`config.mk`:
```
export PLATFORM = sky130hd
export DESIGN_NAME = outpin_router
export DESIGN_NICKNAME = d
export VERILOG_FILES = /design/src/rtl/pinrt_pkg.sv /design/src/rtl/pinrt_cfg_regs.sv /design/src/rtl/pinrt_pin.sv /design/src/rtl/outpin_router.sv
export SDC_FILE = /design/constraint.sdc
export NUM_CORES = 1
export LEC_CHECK = 0
export BUFFER_PORTS_ARGS = -buffer_cell sky130_fd_sc_hd__buf_2
export CAP_MARGIN = 5
export CORE_UTILIZATION = 31
export CTS_CLUSTER_SIZE = 40
export DETAILED_ROUTE_END_ITERATION = 8
export SYNTH_ARGS = -nofsm -noshare
export SYNTH_HDL_FRONTEND = slang
export SYNTH_SLANG_ARGS = --single-unit
```
`constraint.sdc`:
```
create_clock -name clk -period 2 [get_ports clk]
set_input_delay 0.4 -clock clk [delete_from_list [all_inputs] [get_ports clk]]
set_output_delay 0.4 -clock clk [all_outputs]
set_load 0.005 [all_outputs]
```
`src/rtl/pinrt_pkg.sv`:
```
package pinrt_pkg;
    localparam int NPIN  = 4;
    localparam int SELW  = 4;
    localparam int NCFG  = 4;
    localparam int CIDXW = $clog2(NCFG);
    localparam int NSRC  = 2 ** SELW;

    typedef enum logic [SELW-1:0] {
        SRC_CLK  = 4'd0,
        SRC_RUN  = 4'd1,
        SRC_IRQ  = 4'd2,
        SRC_LO   = 4'd3,
        SRC_HI   = 4'd4,
        SRC_DATA = 4'd5,
        SRC_MF   = 4'd6,
        SRC_CHD  = 4'd7,
        SRC_CHS  = 4'd8,
        SRC_RXD  = 4'd9,
        SRC_RXS  = 4'd10
    } src_e;

    typedef struct packed {
        logic [NPIN-1:0][SELW-1:0] sel;
        logic [NPIN-1:0]           inv;
        logic [NCFG-1:0][NPIN-1:0] rren;
    } pincfg_t;

    localparam pincfg_t CFG_RESET = '{
        sel:  {SELW'(SRC_DATA), SELW'(SRC_IRQ), SELW'(SRC_RUN), SELW'(SRC_CLK)},
        inv:  '0,
        rren: '1
    };
endpackage

```
`src/rtl/pinrt_cfg_regs.sv`:
```
module pinrt_cfg_regs
    import pinrt_pkg::*;
(
    input  logic    clk,
    input  logic    rst_n,
    input  logic    load_i,
    input  pincfg_t new_i,
    output pincfg_t cfg_o
);
    pincfg_t cfg_d, cfg_q;

    always_comb begin
        cfg_d = cfg_q;
        if (load_i) cfg_d = new_i;
    end

    always_ff @(posedge clk or negedge rst_n) begin
        if (!rst_n) cfg_q <= CFG_RESET;
        else        cfg_q <= cfg_d;
    end

    assign cfg_o = cfg_q;


    cfg_hold_chk: assert property (@(posedge clk) disable iff (!rst_n)
        !load_i |=> $stable(cfg_q));


    cfg_take_chk: assert property (@(posedge clk) disable iff (!rst_n)
        load_i |=> (cfg_q == $past(new_i)));
endmodule

```
`src/rtl/pinrt_pin.sv`:
```
module pinrt_pin
    import pinrt_pkg::*;
#(
    parameter bit ALLOW_CLK = 1'b1
) (
    input  logic [NSRC-1:0] src_i,
    input  logic [SELW-1:0] sel_i,
    input  logic            inv_i,
    input  logic            run_en_i,
    input  logic            pwr_i,
    output logic            val_o,
    output logic            oe_o
);
    logic clk_ok;
    logic pick;

    generate
        if (ALLOW_CLK) begin : g_clk_on
            assign clk_ok = 1'b1;
        end else begin : g_clk_off
            assign clk_ok = 1'b0;
        end
    endgenerate

    always_comb begin
        pick = src_i[sel_i];
        if (sel_i == SELW'(SRC_RUN)) pick = src_i[sel_i] & run_en_i;
        if ((sel_i == SELW'(SRC_CLK)) && !clk_ok) pick = 1'b0;
        val_o = pwr_i ? (pick ^ inv_i) : 1'b0;
        oe_o  = pwr_i;
    end
endmodule

```
`src/rtl/outpin_router.sv`:
```
module outpin_router
    import pinrt_pkg::*;
(
    input  logic                 clk,
    input  logic                 rst_n,
    input  logic                 cfg_load,
    input  logic [NPIN*SELW-1:0] cfg_sel_in,
    input  logic [NPIN-1:0]      cfg_inv_in,
    input  logic [NCFG*NPIN-1:0] cfg_rren_in,
    input  logic [CIDXW-1:0]     cfg_idx,
    input  logic                 pwr_on,
    input  logic                 sig_clk,
    input  logic                 sig_rxrun,
    input  logic                 sig_irq,
    input  logic                 sig_data,
    input  logic                 sig_mfdata,
    input  logic                 sig_chdata,
    input  logic                 sig_chstrobe,
    input  logic                 sig_rxd,
    input  logic                 sig_rxstrobe,
    output logic [NPIN-1:0]      pin_val,
    output logic [NPIN-1:0]      pin_oe
);
    pincfg_t         new_cfg;
    pincfg_t         cfg;
    logic [NSRC-1:0] src_vec;

    always_comb begin
        new_cfg.sel  = cfg_sel_in;
        new_cfg.inv  = cfg_inv_in;
        new_cfg.rren = cfg_rren_in;
    end

    always_comb begin
        src_vec                = '0;
        src_vec[int'(SRC_CLK)]  = sig_clk;
        src_vec[int'(SRC_RUN)]  = sig_rxrun;
        src_vec[int'(SRC_IRQ)]  = sig_irq;
        src_vec[int'(SRC_LO)]   = 1'b0;
        src_vec[int'(SRC_HI)]   = 1'b1;
        src_vec[int'(SRC_DATA)] = sig_data;
        src_vec[int'(SRC_MF)]   = sig_mfdata;
        src_vec[int'(SRC_CHD)]  = sig_chdata;
        src_vec[int'(SRC_CHS)]  = sig_chstrobe;
        src_vec[int'(SRC_RXD)]  = sig_rxd;
        src_vec[int'(SRC_RXS)]  = sig_rxstrobe;
    end

    pinrt_cfg_regs u_cfg (
        .clk    (clk),
        .rst_n  (rst_n),
        .load_i (cfg_load),
        .new_i  (new_cfg),
        .cfg_o  (cfg)
    );

    for (genvar p = 0; p < NPIN; p++) begin : g_pin
        pinrt_pin #(.ALLOW_CLK(p != NPIN - 1)) u_pin (
            .src_i    (src_vec),
            .sel_i    (cfg.sel[p]),
            .inv_i    (cfg.inv[p]),
            .run_en_i (cfg.rren[cfg_idx][p]),
            .pwr_i    (pwr_on),
            .val_o    (pin_val[p]),
            .oe_o     (pin_oe[p])
        );


        bad_code_chk: assert property (@(posedge clk) disable iff (!rst_n)
            (pwr_on && (cfg.sel[p] > SELW'(SRC_RXS))) |-> (pin_val[p] == cfg.inv[p]));


        run_gate_chk: assert property (@(posedge clk) disable iff (!rst_n)
            (pwr_on && (cfg.sel[p] == SELW'(SRC_RUN)) && !cfg.rren[cfg_idx][p])
            |-> (pin_val[p] == cfg.inv[p]));


        const_hi_chk: assert property (@(posedge clk) disable iff (!rst_n)
            (pwr_on && (cfg.sel[p] == SELW'(SRC_HI))) |-> (pin_val[p] == !cfg.inv[p]));
    end


    last_noclk_chk: assert property (@(posedge clk) disable iff (!rst_n)
        (pwr_on && (cfg.sel[NPIN-1] == SELW'(SRC_CLK)))
        |-> (pin_val[NPIN-1] == cfg.inv[NPIN-1]));


    pwr_off_chk: assert property (@(posedge clk) disable iff (!rst_n)
        !pwr_on |-> ((pin_oe == '0) && (pin_val == '0)));


    pwr_up_chk: assert property (@(posedge clk) disable iff (!rst_n)
        pwr_on |-> (pin_oe == '1));
endmodule

```
======== After elaboration in Yosys (flattened, before gate mapping) ========
Index checks and enable logic that the tools add are counted.
cells by class
  add/sub/neg operators ................... 0
  multipliers ............................. 0
  div/mod/pow operators ................... 0
  order comparisons ....................... 5
  equal/unequal tests ..................... 4
  shift operators ......................... 0
  multiplexer cells ....................... 19
  bitwise gates (word level) .............. 8
  reduce and logical (&&, ||, !) cells .... 1
operators by type and width
  operator                                                     number
  less-than comparator 4 x 5 -> 1 bit (second input constant)  4
  binary-select mux 1 bit (select 4 bit)                       4
  equality test 4 x 1 -> 1 bit (second input constant)         4
  2-to-1 mux 1 bit                                             13
  binary-select mux 4 bit (select 2 bit)                       1
  AND 1 bit                                                    4
  logical NOT 4 bit                                            1
  2-to-1 mux 4 bit                                             1
  XOR 1 bit                                                    4
  less-than comparator 2 x 3 -> 1 bit (second input constant)  1
word-level totals
  flip-flop bits (word level) ............. 36
  bits in latches ......................... 0
  RAM bits ................................ 0
  bits in read-only memories .............. 0
  bits of input ports ..................... 51
  output and inout port bits .............. 8
  word-level logic and storage cells ...... 46
  memories ................................ 0

======== Logic depth before layout (Yosys ltp) ========
  depth after elaboration ................. 7
  mapped depth ............................ 7
  mapped depth without buffers ............ 5

======== By module ========
From an unflattened synthesis, not the netlist that was laid out.
second synthesis, totals
  cells, all modules ...................... 147
  area total of the unflattened synthesis .. 2327.2 um^2
modules (own cells, without submodules)
  module                          times used  cells each  area an instance (um^2)  sequential area each (um^2)
  pinrt_cfg_regs                  1           76          1515.2                   925.9
  pinrt_pin (g_pin[0].u_pin ...)  3           17          178.9                    0.0
  pinrt_pin (g_pin[3].u_pin)      1           14          162.7                    0.0
  outpin_router                   1           6           112.6                    0.0

======== Least setup slack after synthesis ========
No wires, ideal clock.
  path kind ............................... input-to-output
  start point ............................. in cfg_idx[0]
  end point ............................... out pin_val[0]
  arrival ................................. 1.561 ns
  data required time ...................... 1.600 ns
  slack ................................... 0.039 ns
  cell stages on the path ................. 6
  buffers on the path ..................... 1
  cell sequence ........................... mux4_2 -> o41ai_2 -> a211oi_1 -> nor3_1 -> and3b_1 -> buf_4
between the ends
  cells in the longest elaborated chain, start to end .. 6
RTL lines
  element                                 RTL line             RTL
  from (decl)                             outpin_router.sv:10  input logic [CIDXW-1:0] cfg_idx,
  binary-select mux 4 bit (select 2 bit)  outpin_router.sv:62  .run_en_i (cfg.rren[cfg_idx][p]),
  2-to-1 mux 4 bit                        -
  AND 1 bit                               pinrt_pin.sv:27      if (sel_i == SELW'(SRC_RUN)) pick = src_i[sel_i] & run_en_i;
  2-to-1 mux 1 bit                        pinrt_pin.sv:27
  XOR 1 bit                               pinrt_pin.sv:29      val_o = pwr_i ? (pick ^ inv_i) : 1'b0;
  2-to-1 mux 1 bit                        pinrt_pin.sv:29
  to (decl)                               outpin_router.sv:21  output logic [NPIN-1:0] pin_val,
No other way between the ends. The select of a mux whose other input is x is not followed.

======== Worst setup path after layout ========
  start point ............................. reg u_cfg.cfg_q, in the netlist u_cfg.cfg_o[12]
  end point ............................... out pin_val[0]
between the ends
  cells in the longest elaborated chain, start to end .. 6
RTL lines
  element                                 RTL line              RTL
  from (decl)                             pinrt_cfg_regs.sv:10  pincfg_t cfg_d, cfg_q;
  from (signal assigned)                  pinrt_cfg_regs.sv:19  else cfg_q <= cfg_d;
  binary-select mux 4 bit (select 2 bit)  outpin_router.sv:62
  2-to-1 mux 4 bit                        -
  AND 1 bit                               pinrt_pin.sv:27
  2-to-1 mux 1 bit                        pinrt_pin.sv:27
  XOR 1 bit                               pinrt_pin.sv:29
  2-to-1 mux 1 bit                        pinrt_pin.sv:29
No other way between the ends. The select of a mux whose other input is x is not followed.

==> metrics.yaml <==
route:
  viasPerCell: 4.97
  drc_errors: 0
  first_iter_violations: 34
  m1WireLength_mm: 2.15
  routed_wl_mm: 4.60
  vias: 1491
  drt_first_pass_iters: 4
  dr_wl_met3_um: 324
  wl_met2_mm: 2.06
  routed.top_layer: "met4"
  drtAntennaViolNets: 0
  wl_per_cell_um: 15.3
logic_synthesis:
  ys_warn_count: 0
  synth_seq_area_share: 0.463
  async_reset_ff_frac: 1.00
  syn_area_per_cell_um2: 12.5
  yosys-top-cells-area: "dfstp_2 (26%), dfrtp_1 (20%), mux2_2 (20%), mux2i_1 (5.0%), buf_4 (3.0%)"
  synth_area_um2: 2000
  synth_top_area_share: 0.263
  syn_nets: 211
  synth-edff-count: 0
  ys.flop_type: "dfstp_2"
  ys_ff_latch: 36
  postSynthCellCount: 160
  yosys.area.top_type: "dfstp_2"
  synth.distinct_cells: 37
critical_path:
  r2r_cells: 2
  cp_max_fo: 2
  startpoint_type: "register"
  crit_required_ns: 1.60
  crit_cells: 6
  worstPathArrival_ns: 1.93
  critPathTopFamily: "multiplexers"
  critPathMaxStageDelay_ns: 0.50
  cp_slowest_cell: "mux4_2"
  r2r_setup_slack_ns: 1.03
  critPathKind: "register to output port"
  cp-end-kind: "output port"
  crit_chain: "mux4_2 -> o41ai_4 -> a211oi_2 -> nor3_1 -> and3b_1 -> buf_2"
  crit_buf_inv: 1
sta:
  slew_viol_final: 0
  fin_crit_sh: 1.17
  finalHoldViolations: 0
  clock.fmax_mhz: 429
  fin_crit_ns: 2.33
  finalSetupViolCount: 4
  skew_ns: 0
  maxSlewHeadroom: 0.622
  setup_ws_ns: -0.330
  rsz0062_at_grt: "yes"
  worst_pin_slew_ns: 0.553
floorplan:
  initial_core_util: 0.330
  ios: 59
  fp.dieH_um: 82.3
  core.rowCount: 28
  die_w_um: 82.3
  fp.coreArea_um2: 6060
  dieArea_um2: 6770
layout:
  layout.nets: 275
  drive_gt1_frac: 0.716
  largest_register_ffs: 36
  final_cell_mix: "buf_2 (58), mux2_2 (35), dfstp_2 (20)"
  layout_commonest_cell: "buf_2"
  final_util: 0.437
  syn2layout_area_growth_pct: 32.5
  antenna_cells: 0
  layoutNonFillerInstCount: 300
global_routing:
  grt_max_degree: 40
  grt_pass1_vias: 1538
  grt_first_pass_wirelength_mm: 7.37
  grt_overflow: 0
  antenna_found_initial: 0
  grt.total_usage: 0.147
power_and_ir_drop:
  power_density_nw_per_um2: 743
  p_leak_uw: 0.00114
  ir_worst_vdd_uv: 468
run:
  drv_cap: 0
run_status:
  violations: "negative setup slack"
  status: "finished, violations left"
cts:
  clkLatencyLatePin_ns: 0.29
  cts_tree: "done"
  cts_buffers: 5
  clockBufferDepth: 2
  path_clk_slew_ns: 0.07
  cts.sinks: 36
  root_buffer: "clkbuf_8"
  h-tree-depth: 2
  postCtsHoldBufs: 0
place:
  place.gp.congestion: 0.765
  dpl.hpwl_mm: 3.34
  post-place-cells: 291
  portBuffers: 58
worst_hold_path:
  hold_class: "input pin to asynchronous set/reset pin"
[power by group]
group	internal, µW	switching (µW)
clock network	370	267
logic	245	178
registers	833	75.6
[per-layer routing]
metal / vias to the layer above / global-route usage
met1: 717 / 0.195
li1: 721 / -
met3: 7 / 0.0495
met2: 46 / 0.223
met4: 0 / 0.0526
met5: - / 0
[worst paths after layout]
path,startpoint,to
setup / recovery,u_cfg.cfg_o[12],pin_val[0]
hold / removal,rst_n,u_cfg.cfg_o[20]
setup reg to reg,u_cfg.cfg_o[25],u_cfg.cfg_o[25]
hold reg to reg,u_cfg.cfg_o[18],u_cfg.cfg_o[18]
max in group asynchronous,rst_n,u_cfg.cfg_o[2]
min in group clk,cfg_sel_in[2],u_cfg.cfg_o[22]
[layout make-up]
cell class / instances / area [µm²]
inverter: 5 / 18.8
tap: 75 / 93.8
sequential: 36 / 931
fill: 598 / 3410
multi-input combinational: 104 / 1080
clock inverter: 2 / 35.0
timing repair buffer: 72 / 415
clock buffer: 6 / 72.6
[worst reg2reg max path: cells and delay by family (launching register included)]
kind / cells / cell delay, ns
buf+inv: 1 / 0.16
mux: 1 / 0.25
flops: 1 / 0.44
[kinds of logic after synthesis]
group | after synthesis | synth area share
mux | 49 | 0.296
flops | 36 | 0.463
simple gates | 29 | 0.0864
compound gates | 26 | 0.0996
buf+inv | 20 | 0.0545
[repair_timing]
| action | in CTS | in global routing |
|---|---|---|
| pin swaps | 9 | 2 |
| gates resized for setup | 22 | 12 |
| endpoints found under the hold margin | 0 | 0 |
| setup endpoints to repair | 4 | 4 |
| setup buffers | 0 | 1 |
[synth_stat cells, types with 3 or more instances]
library cell,instances
a2111oi_0,3
a21oi_1,3
and3b_1,3
buf_4,8
clkbuf_1,4
dfrtp_1,16
dfstp_2,20
inv_1,5
mux2_2,35
mux2i_1,10
nand2_1,8
nand2b_1,3
nor2b_1,3
nor3b_1,3
o21ai_0,7
[per-stage QoR]
stage	setup TNS, ns	worst slack, ns	power (µW)	hold WS, ns	cell area [µm²]
2_1_floorplan	0	0.0391	1130	0.104	2000
3_3_place_gp	-0.787	-0.228	1270	0.422	2400
3_5_place_dp	-0.897	-0.246	1280	0.418	2400
4_1_cts	-0.971	-0.320	1970	0.101	2590
5_1_grt	-1.27	-0.421	2070	0.126	2650
6_report	-0.888	-0.330	1970	0.0948	2650
(Power assumes the default switching activity.)
